**config.mk**
```make
export PLATFORM = sky130hd
export DESIGN_NAME = packed_pixel_fetch
export DESIGN_NICKNAME = d
export VERILOG_FILES = /design/src/rtl/pfu_pkg.sv /design/src/rtl/pfu_fetch.sv /design/src/rtl/pfu_fifo.sv /design/src/rtl/pfu_unpack.sv /design/src/rtl/packed_pixel_fetch.sv
export SDC_FILE = /design/constraint.sdc
export NUM_CORES = 1
export LEC_CHECK = 0
export CAP_MARGIN = 20
export CELL_PAD_IN_SITES_DETAIL_PLACEMENT = 0
export CELL_PAD_IN_SITES_GLOBAL_PLACEMENT = 1
export CORE_MARGIN = 2
export CORE_UTILIZATION = 40
export CTS_CLUSTER_SIZE = 30
export DETAILED_ROUTE_END_ITERATION = 7
export PLACE_DENSITY = 0.86
export SYNTH_ARGS = -nofsm -noshare
export SYNTH_HDL_FRONTEND = slang
export SYNTH_HIERARCHICAL = 1
export SYNTH_SLANG_ARGS = --single-unit
```
**constraint.sdc**
```tcl
create_clock -name clk -period 4.2 [get_ports clk]
set_input_delay 0.84 -clock clk [delete_from_list [all_inputs] [get_ports clk]]
set_output_delay 0.84 -clock clk [all_outputs]
set_load 0.1 [all_outputs]
```
**src/rtl/pfu_pkg.sv**
```systemverilog
package pfu_pkg;

  // Depth code: 0 -> 1 bpp, 1 -> 2 bpp, 2 and 3 -> 4 bpp.
  function automatic logic [1:0] bpp_shift(input logic [1:0] dcode);
    return (dcode == 2'd3) ? 2'd2 : dcode;
  endfunction

  // Index of the last pixel slot inside one byte.
  function automatic logic [2:0] last_slot(input logic [1:0] dcode);
    case (bpp_shift(dcode))
      2'd0:    return 3'd7;
      2'd1:    return 3'd3;
      default: return 3'd1;
    endcase
  endfunction

  // Select pixel slot 'slot' from a packed byte, zero-extended to 4 bits.
  function automatic logic [3:0] pick_pixel(input logic [7:0] b, input logic [2:0] slot,
                                            input logic [1:0] dcode, input logic lsb_first);
    logic [7:0] t;
    case (bpp_shift(dcode))
      2'd0: begin
        if (lsb_first) return {3'b000, b[slot]};
        t = b << slot;
        return {3'b000, t[7]};
      end
      2'd1: begin
        t = b << {slot[1:0], 1'b0};
        return {2'b00, t[7:6]};
      end
      default: return slot[0] ? b[3:0] : b[7:4];
    endcase
  endfunction

endpackage

```
**src/rtl/pfu_fetch.sv**
```systemverilog
module pfu_fetch #(
  parameter int ADDR_W     = 16,
  parameter int DIM_W      = 10,
  parameter int FIFO_DEPTH = 4,
  localparam int CNT_W     = $clog2(FIFO_DEPTH + 1),
  localparam int BPL_W     = DIM_W + 3
) (
  input  logic              clk,
  input  logic              rst,
  input  logic              go,
  input  logic [ADDR_W-1:0] base,
  input  logic [ADDR_W-1:0] stride,
  input  logic [BPL_W-1:0]  bpl,
  input  logic [DIM_W-1:0]  height,
  input  logic [CNT_W-1:0]  fifo_cnt,
  output logic              mem_rd,
  output logic [ADDR_W-1:0] mem_addr,
  output logic              data_vld
);

  logic              active;
  logic [ADDR_W-1:0] line_addr;
  logic [BPL_W-1:0]  byte_idx;
  logic [DIM_W-1:0]  line_cnt;
  logic [CNT_W+1:0]  occupancy;
  logic              issue;

  // Bytes stored plus reads still travelling through the request and data stages.
  assign occupancy = (CNT_W + 2)'(fifo_cnt) + (CNT_W + 2)'(mem_rd) + (CNT_W + 2)'(data_vld);
  assign issue     = active && (occupancy < (CNT_W + 2)'(FIFO_DEPTH));

  always_ff @(posedge clk) begin
    if (rst) begin
      active    <= 1'b0;
      line_addr <= '0;
      byte_idx  <= '0;
      line_cnt  <= '0;
      mem_rd    <= 1'b0;
      mem_addr  <= '0;
      data_vld  <= 1'b0;
    end else begin
      mem_rd   <= issue;
      data_vld <= mem_rd;
      if (issue) mem_addr <= line_addr + ADDR_W'(byte_idx);
      if (go) begin
        active    <= 1'b1;
        line_addr <= base;
        byte_idx  <= '0;
        line_cnt  <= '0;
      end else if (issue) begin
        if (byte_idx == bpl - 1'b1) begin
          byte_idx  <= '0;
          line_addr <= line_addr + stride;
          line_cnt  <= line_cnt + 1'b1;
          if (line_cnt == height - 1'b1) active <= 1'b0;
        end else begin
          byte_idx <= byte_idx + 1'b1;
        end
      end
    end
  end

endmodule

```
**src/rtl/pfu_fifo.sv**
```systemverilog
module pfu_fifo #(
  parameter int DEPTH  = 4,
  localparam int PTR_W = (DEPTH > 1) ? $clog2(DEPTH) : 1,
  localparam int CNT_W = $clog2(DEPTH + 1)
) (
  input  logic             clk,
  input  logic             rst,
  input  logic             push,
  input  logic [7:0]       din,
  input  logic             pop,
  output logic [7:0]       head,
  output logic [CNT_W-1:0] cnt
);

  logic [7:0]       store [DEPTH];
  logic [PTR_W-1:0] wptr, rptr;

  assign head = store[rptr];

  always_ff @(posedge clk) begin
    if (push) store[wptr] <= din;
  end

  always_ff @(posedge clk) begin
    if (rst) begin
      wptr <= '0;
      rptr <= '0;
      cnt  <= '0;
    end else begin
      if (push) wptr <= (wptr == PTR_W'(DEPTH - 1)) ? '0 : wptr + 1'b1;
      if (pop)  rptr <= (rptr == PTR_W'(DEPTH - 1)) ? '0 : rptr + 1'b1;
      cnt <= cnt + CNT_W'(push) - CNT_W'(pop);
    end
  end

endmodule

```
**src/rtl/pfu_unpack.sv**
```systemverilog
module pfu_unpack #(
  parameter int DIM_W = 10
) (
  input  logic             clk,
  input  logic             rst,
  input  logic             go,
  input  logic [1:0]       dcode,
  input  logic             lsb_first,
  input  logic [DIM_W-1:0] width,
  input  logic [DIM_W-1:0] height,
  input  logic [7:0]       head,
  input  logic             nempty,
  output logic             pop,
  output logic             o_valid,
  input  logic             o_ready,
  output logic [3:0]       o_pix,
  output logic             o_eol,
  output logic             o_eof
);
  import pfu_pkg::*;

  logic             have, fin;
  logic [7:0]       sreg;
  logic [2:0]       slot;
  logic [DIM_W-1:0] x, y;
  logic             adv, emit, last_x, byte_done;
  logic [7:0]       cur_b;
  logic [2:0]       cur_s;

  assign adv       = !o_valid || o_ready;
  assign emit      = adv && !fin && (have || nempty);
  assign cur_b     = have ? sreg : head;
  assign cur_s     = have ? slot : 3'd0;
  assign last_x    = (x == width - 1'b1);
  assign byte_done = last_x || (cur_s == last_slot(dcode));
  assign pop       = emit && !have;

  always_ff @(posedge clk) begin
    if (rst) begin
      have    <= 1'b0;
      fin     <= 1'b1;
      sreg    <= '0;
      slot    <= '0;
      x       <= '0;
      y       <= '0;
      o_valid <= 1'b0;
      o_pix   <= '0;
      o_eol   <= 1'b0;
      o_eof   <= 1'b0;
    end else if (go) begin
      have <= 1'b0;
      fin  <= 1'b0;
      x    <= '0;
      y    <= '0;
    end else if (emit) begin
      o_valid <= 1'b1;
      o_pix   <= pick_pixel(cur_b, cur_s, dcode, lsb_first);
      o_eol   <= last_x;
      o_eof   <= last_x && (y == height - 1'b1);
      if (last_x && (y == height - 1'b1)) fin <= 1'b1;
      have <= !byte_done;
      sreg <= cur_b;
      slot <= cur_s + 1'b1;
      x    <= last_x ? '0 : x + 1'b1;
      if (last_x) y <= y + 1'b1;
    end else if (adv) begin
      o_valid <= 1'b0;
    end
  end

endmodule

```
**src/rtl/packed_pixel_fetch.sv**
```systemverilog
module packed_pixel_fetch #(
  parameter int ADDR_W     = 16,
  parameter int DIM_W      = 10,
  parameter int FIFO_DEPTH = 4
) (
  input  logic              clk,
  input  logic              rst,
  input  logic              start,
  input  logic [ADDR_W-1:0] cfg_base,
  input  logic [ADDR_W-1:0] cfg_stride,
  input  logic [DIM_W-1:0]  cfg_width,
  input  logic [DIM_W-1:0]  cfg_height,
  input  logic [1:0]        cfg_depth,
  input  logic              cfg_lsb_first,
  output logic              mem_rd,
  output logic [ADDR_W-1:0] mem_addr,
  input  logic [7:0]        mem_rdata,
  output logic              pix_valid,
  input  logic              pix_ready,
  output logic [3:0]        pix_data,
  output logic              pix_eol,
  output logic              pix_eof
);
  import pfu_pkg::*;

  localparam int CNT_W = $clog2(FIFO_DEPTH + 1);
  localparam int BPL_W = DIM_W + 3;

  logic              busy, go_q;
  logic [ADDR_W-1:0] base_q, stride_q;
  logic [DIM_W-1:0]  width_q, height_q;
  logic [1:0]        depth_q;
  logic              lsb_q;
  logic [BPL_W-1:0]  bpl;
  logic [CNT_W-1:0]  fifo_cnt;
  logic [7:0]        fifo_head;
  logic              fifo_pop, data_vld;

  // Bytes per line: ceil(width * bpp / 8).
  assign bpl = ((BPL_W'(width_q) << bpp_shift(depth_q)) + BPL_W'(7)) >> 3;

  always_ff @(posedge clk) begin
    if (rst) begin
      busy     <= 1'b0;
      go_q     <= 1'b0;
      base_q   <= '0;
      stride_q <= '0;
      width_q  <= '0;
      height_q <= '0;
      depth_q  <= '0;
      lsb_q    <= 1'b0;
    end else begin
      go_q <= start && !busy;
      if (start && !busy) begin
        busy     <= 1'b1;
        base_q   <= cfg_base;
        stride_q <= cfg_stride;
        width_q  <= cfg_width;
        height_q <= cfg_height;
        depth_q  <= cfg_depth;
        lsb_q    <= cfg_lsb_first;
      end else if (pix_valid && pix_ready && pix_eof) begin
        busy <= 1'b0;
      end
    end
  end

  pfu_fetch #(.ADDR_W(ADDR_W), .DIM_W(DIM_W), .FIFO_DEPTH(FIFO_DEPTH)) u_fetch (
    .clk(clk), .rst(rst), .go(go_q), .base(base_q), .stride(stride_q), .bpl(bpl),
    .height(height_q), .fifo_cnt(fifo_cnt), .mem_rd(mem_rd), .mem_addr(mem_addr),
    .data_vld(data_vld)
  );

  pfu_fifo #(.DEPTH(FIFO_DEPTH)) u_fifo (
    .clk(clk), .rst(rst), .push(data_vld), .din(mem_rdata), .pop(fifo_pop),
    .head(fifo_head), .cnt(fifo_cnt)
  );

  pfu_unpack #(.DIM_W(DIM_W)) u_unpack (
    .clk(clk), .rst(rst), .go(go_q), .dcode(depth_q), .lsb_first(lsb_q),
    .width(width_q), .height(height_q), .head(fifo_head), .nempty(fifo_cnt != '0),
    .pop(fifo_pop), .o_valid(pix_valid), .o_ready(pix_ready), .o_pix(pix_data),
    .o_eol(pix_eol), .o_eof(pix_eof)
  );

endmodule

```
==> out/results.ini <==
[final_layout]
syn2layout_area_growth_pct = 19.63
final.fill_count = 2717
nNetsFinal = 1545
layout_common_cells = 227 x nand2_1, 159 x dfxtp_1, 134 x a21oi_1, 101 x nor2_1, 89 x clkdlybuf4s50_1
final_common_cell = nand2_1
antenna_cells = 0
drive_gt1_share_pct = 9.702

[critical_path]
setup.worst_path.end_class = flop
cp.arrival_ns = 4.49
critPathTopFamily = simple AND/OR/NAND/NOR gates
slowest_delay_ns = 0.53
cp_cell_sequence = buf_6 -> mux2i_4 -> o21a_1 -> nor3b_2 -> xnor2_1 -> a22oi_2 -> or4b_4 -> or4b_4 -> a2111oi_4 -> o21ai_1 -> or4_4 -> or4_1 -> a311oi_1
crit_buf_inv = 1
cp_common_cell = or4b_4
slowest_stage = or4b_4
cp.required_ns = 4.55
crit_path_max_fanout = 7
worst_setup_path_start_kind = flop
crit_type = flop to flop
r2r_setup_slack_ns = 0.06

[clocking]
clockBufferDepth = 2
htreeDepth = 4
cts_made_buffers = 17
clockRootBuffer = clkbuf_16
worstSkewPairLatency_ns = 0.45
holdBufCountCts = 0
clk_pin_slew_ns = 0.08
cts_tree = done
cts_sinks = 196

[floorplanning]
std_cell_rows = 61
start_util_pct = 40.65
die_y_um = 172.0
die_w_um = 172.0
io_pins = 91
dieArea_um2 = 29590
coreArea_um2 = 27780

[sta]
hold_violations = 0
drv_slew = 0
clock_skew_ns = 0.01503
grt_setup_unrepaired = true
fmax_mhz = 241.8
relSlewSlack_pct = 32.99
timing.final.crit_period_ns = 4.136
setup_viol = 0
holdWs_ns = 0.4549
tightest_slew_ns = 1.002
fin_tns_setup_ns = 0
finalWorstSetupSlack_ns = 0.06388
fin_crit_sh_pct = 98.48

[synthesis]
synth_area_per_cell_um2 = 8.458
netlist-cell-type-count = 89
synth_cells = 1335
ys.warnings.count = 6
syn_area_um2 = 11290
synth-seq-area-share_pct = 37.58
synth-seq-cells = 196
ys_dominant_reg_cell = dfxtp_1
async_flop_share_pct = 0
synth_edf_count = 32

[placed_design]
place.gp.congestion = 0.8949
dpl_worst_slack_ns = 0.02932
io_buffers = 90
dp_hpwl_mm = 20.45

[drt]
dr.pass1.iters = 5
drt-initial-drc-count = 661
ant_nets = 0
via_per_inst = 5.417
detail_route.wl_per_cell_um = 15.26
vias = 9864
wirelength_mm = 27.79
drc = 0

[global_route]
grtUsageTotal_pct = 19.09
antenna_found_initial = 0
grt_max_degree = 65
grt_overflow = 0
grt_pass1_vias = 9229
grt_pass1_wl_mm = 45.73

[power]
ir_worst_vdd_mv = 0.2938
power.leakage_uw = 0.004962
powerDensity_nw_per_um2 = 349.4

[flow_run]
maxCapViolCount = 0

[worst_hold_path]
hold_path.class = flop to flop

[outcome]
outcome = complete, no violations

==> sequential cells by signal, indices dropped and copies added (netlist names), 3 cells and up, named ones only <==
name / flops
u_fifo/store: 32
base_q: 16
stride_q: 16
u_fetch/line_addr: 16
u_fetch/mem_addr: 16
u_fetch/byte_idx: 13
height_q: 10
u_fetch/line_cnt: 10
u_unpack/x: 10
u_unpack/y: 10
width_q: 10
u_unpack/sreg: 8
u_unpack/o_pix: 4
u_fifo/cnt: 3
u_unpack/slot: 3
==> cell families (layout without fill, tap and decap cells) <==
family | after synthesis | after routing | share of synthesized area, %
AND/OR/NAND/NOR | 545 | 545 | 23.40
AO/OA/AOI/OAI | 307 | 307 | 17.61
flip-flops | 196 | 196 | 37.58
XOR/XNOR | 101 | 101 | 7.956
buffers and inverters | 101 | 205 | 3.667
adder cells (fa/ha/maj) | 48 | 48 | 5.518
multiplexers | 36 | 36 | 4.233
other | 1 | 5 | 0.03321
==> what timing repair did <==
item,CTS,global route
gates resized for setup,3,13
buffers inserted,0,3
endpoints found under the setup margin,3,9
pin swaps,0,6
==> per-stage QoR <==
| stage | instances | area [um2] | power [uW] | util (%) |
|---|---|---|---|---|
| 3_5_place_dp | 1786 | 12790 | 3059 | 46.05 |
| 3_3_place_gp | 1786 | 12790 | 3048 | 46.05 |
| 6_report | 1821 | 13510 | 4720 | 48.63 |
| 5_1_grt | 1821 | 13510 | 4944 | 48.63 |
| 2_1_floorplan | 1339 | 11330 | 2762 | - |
| 4_1_cts | 1818 | 13430 | 4745 | 48.35 |
==> per-layer routing <==
| layer | track usage (%) | vias up | wire, um |
|---|---|---|---|
| met2 | 30.70 | 223 | 12790 |
| li1 | - | 4954 | - |
| met4 | 5.225 | 0 | 381 |
| met1 | 26.86 | 4655 | 13480 |
| met5 | 0 | - | 0 |
| met3 | 2.678 | 32 | 1137 |
==> area by class of cell <==
cell class                 instances  area (um2)  share of cell area (%)
clock buffer                      17       425.4                   3.149
tap                              378       473.0                   3.501
inverter                          36       135.1                   1.000
timing repair buffer             137        1305                   9.660
multi-input combinational       1042        6719                   49.74
clock inverter                    15       198.9                   1.473
sequential                       196        4253                   31.48
==> worst paths after layout <==
path         depth (start not counted)               endpoint              start
max reg2reg                         13  u_fetch/line_addr[15]         depth_q[0]
min reg2reg                          2      u_unpack/o_pix[3]  u_unpack/o_pix[3]
min                                  2      u_unpack/o_pix[3]  u_unpack/o_pix[3]
max                                 13  u_fetch/line_addr[15]         depth_q[0]
==> worst reg2reg max path, stage by stage, from the launching register on <==
cell and delay, ns:
dfxtp_4 0.38, buf_6 0.14, mux2i_4 0.19, o21a_1 0.23, nor3b_2 0.18, xnor2_1 0.15, a22oi_2 0.11, or4b_4 0.51
or4b_4 0.53, a2111oi_4 0.34, o21ai_1 0.11, or4_4 0.43, or4_1 0.50, a311oi_1 0.24
==> where the power goes <==
part | total [uW] | internal [uW] | switching (uW)
clock network | 1690 | 821 | 866
logic | 959 | 404 | 555
registers | 2070 | 1980 | 90.3
total | 4720 | 3210 | 1510
==> cells in the mapped netlist (24+ instances only) <==
master,number,area share [%]
xnor2_1,45,3.5
nand2_1,227,7.5
nor3_1,27,1.2
ha_1,45,5.0
nand3_1,37,1.6
clkbuf_1,49,1.6
xor2_1,55,4.3
mux2i_1,26,2.3
o21ai_0,31,1.4
inv_1,34,1.1
nor2_1,101,3.4
a21oi_1,134,5.9
a211oi_1,24,1.6
dfxtp_1,164,29
edfxtp_1,32,8.5
No activity file was read; power rests on OpenSTA's default activity.
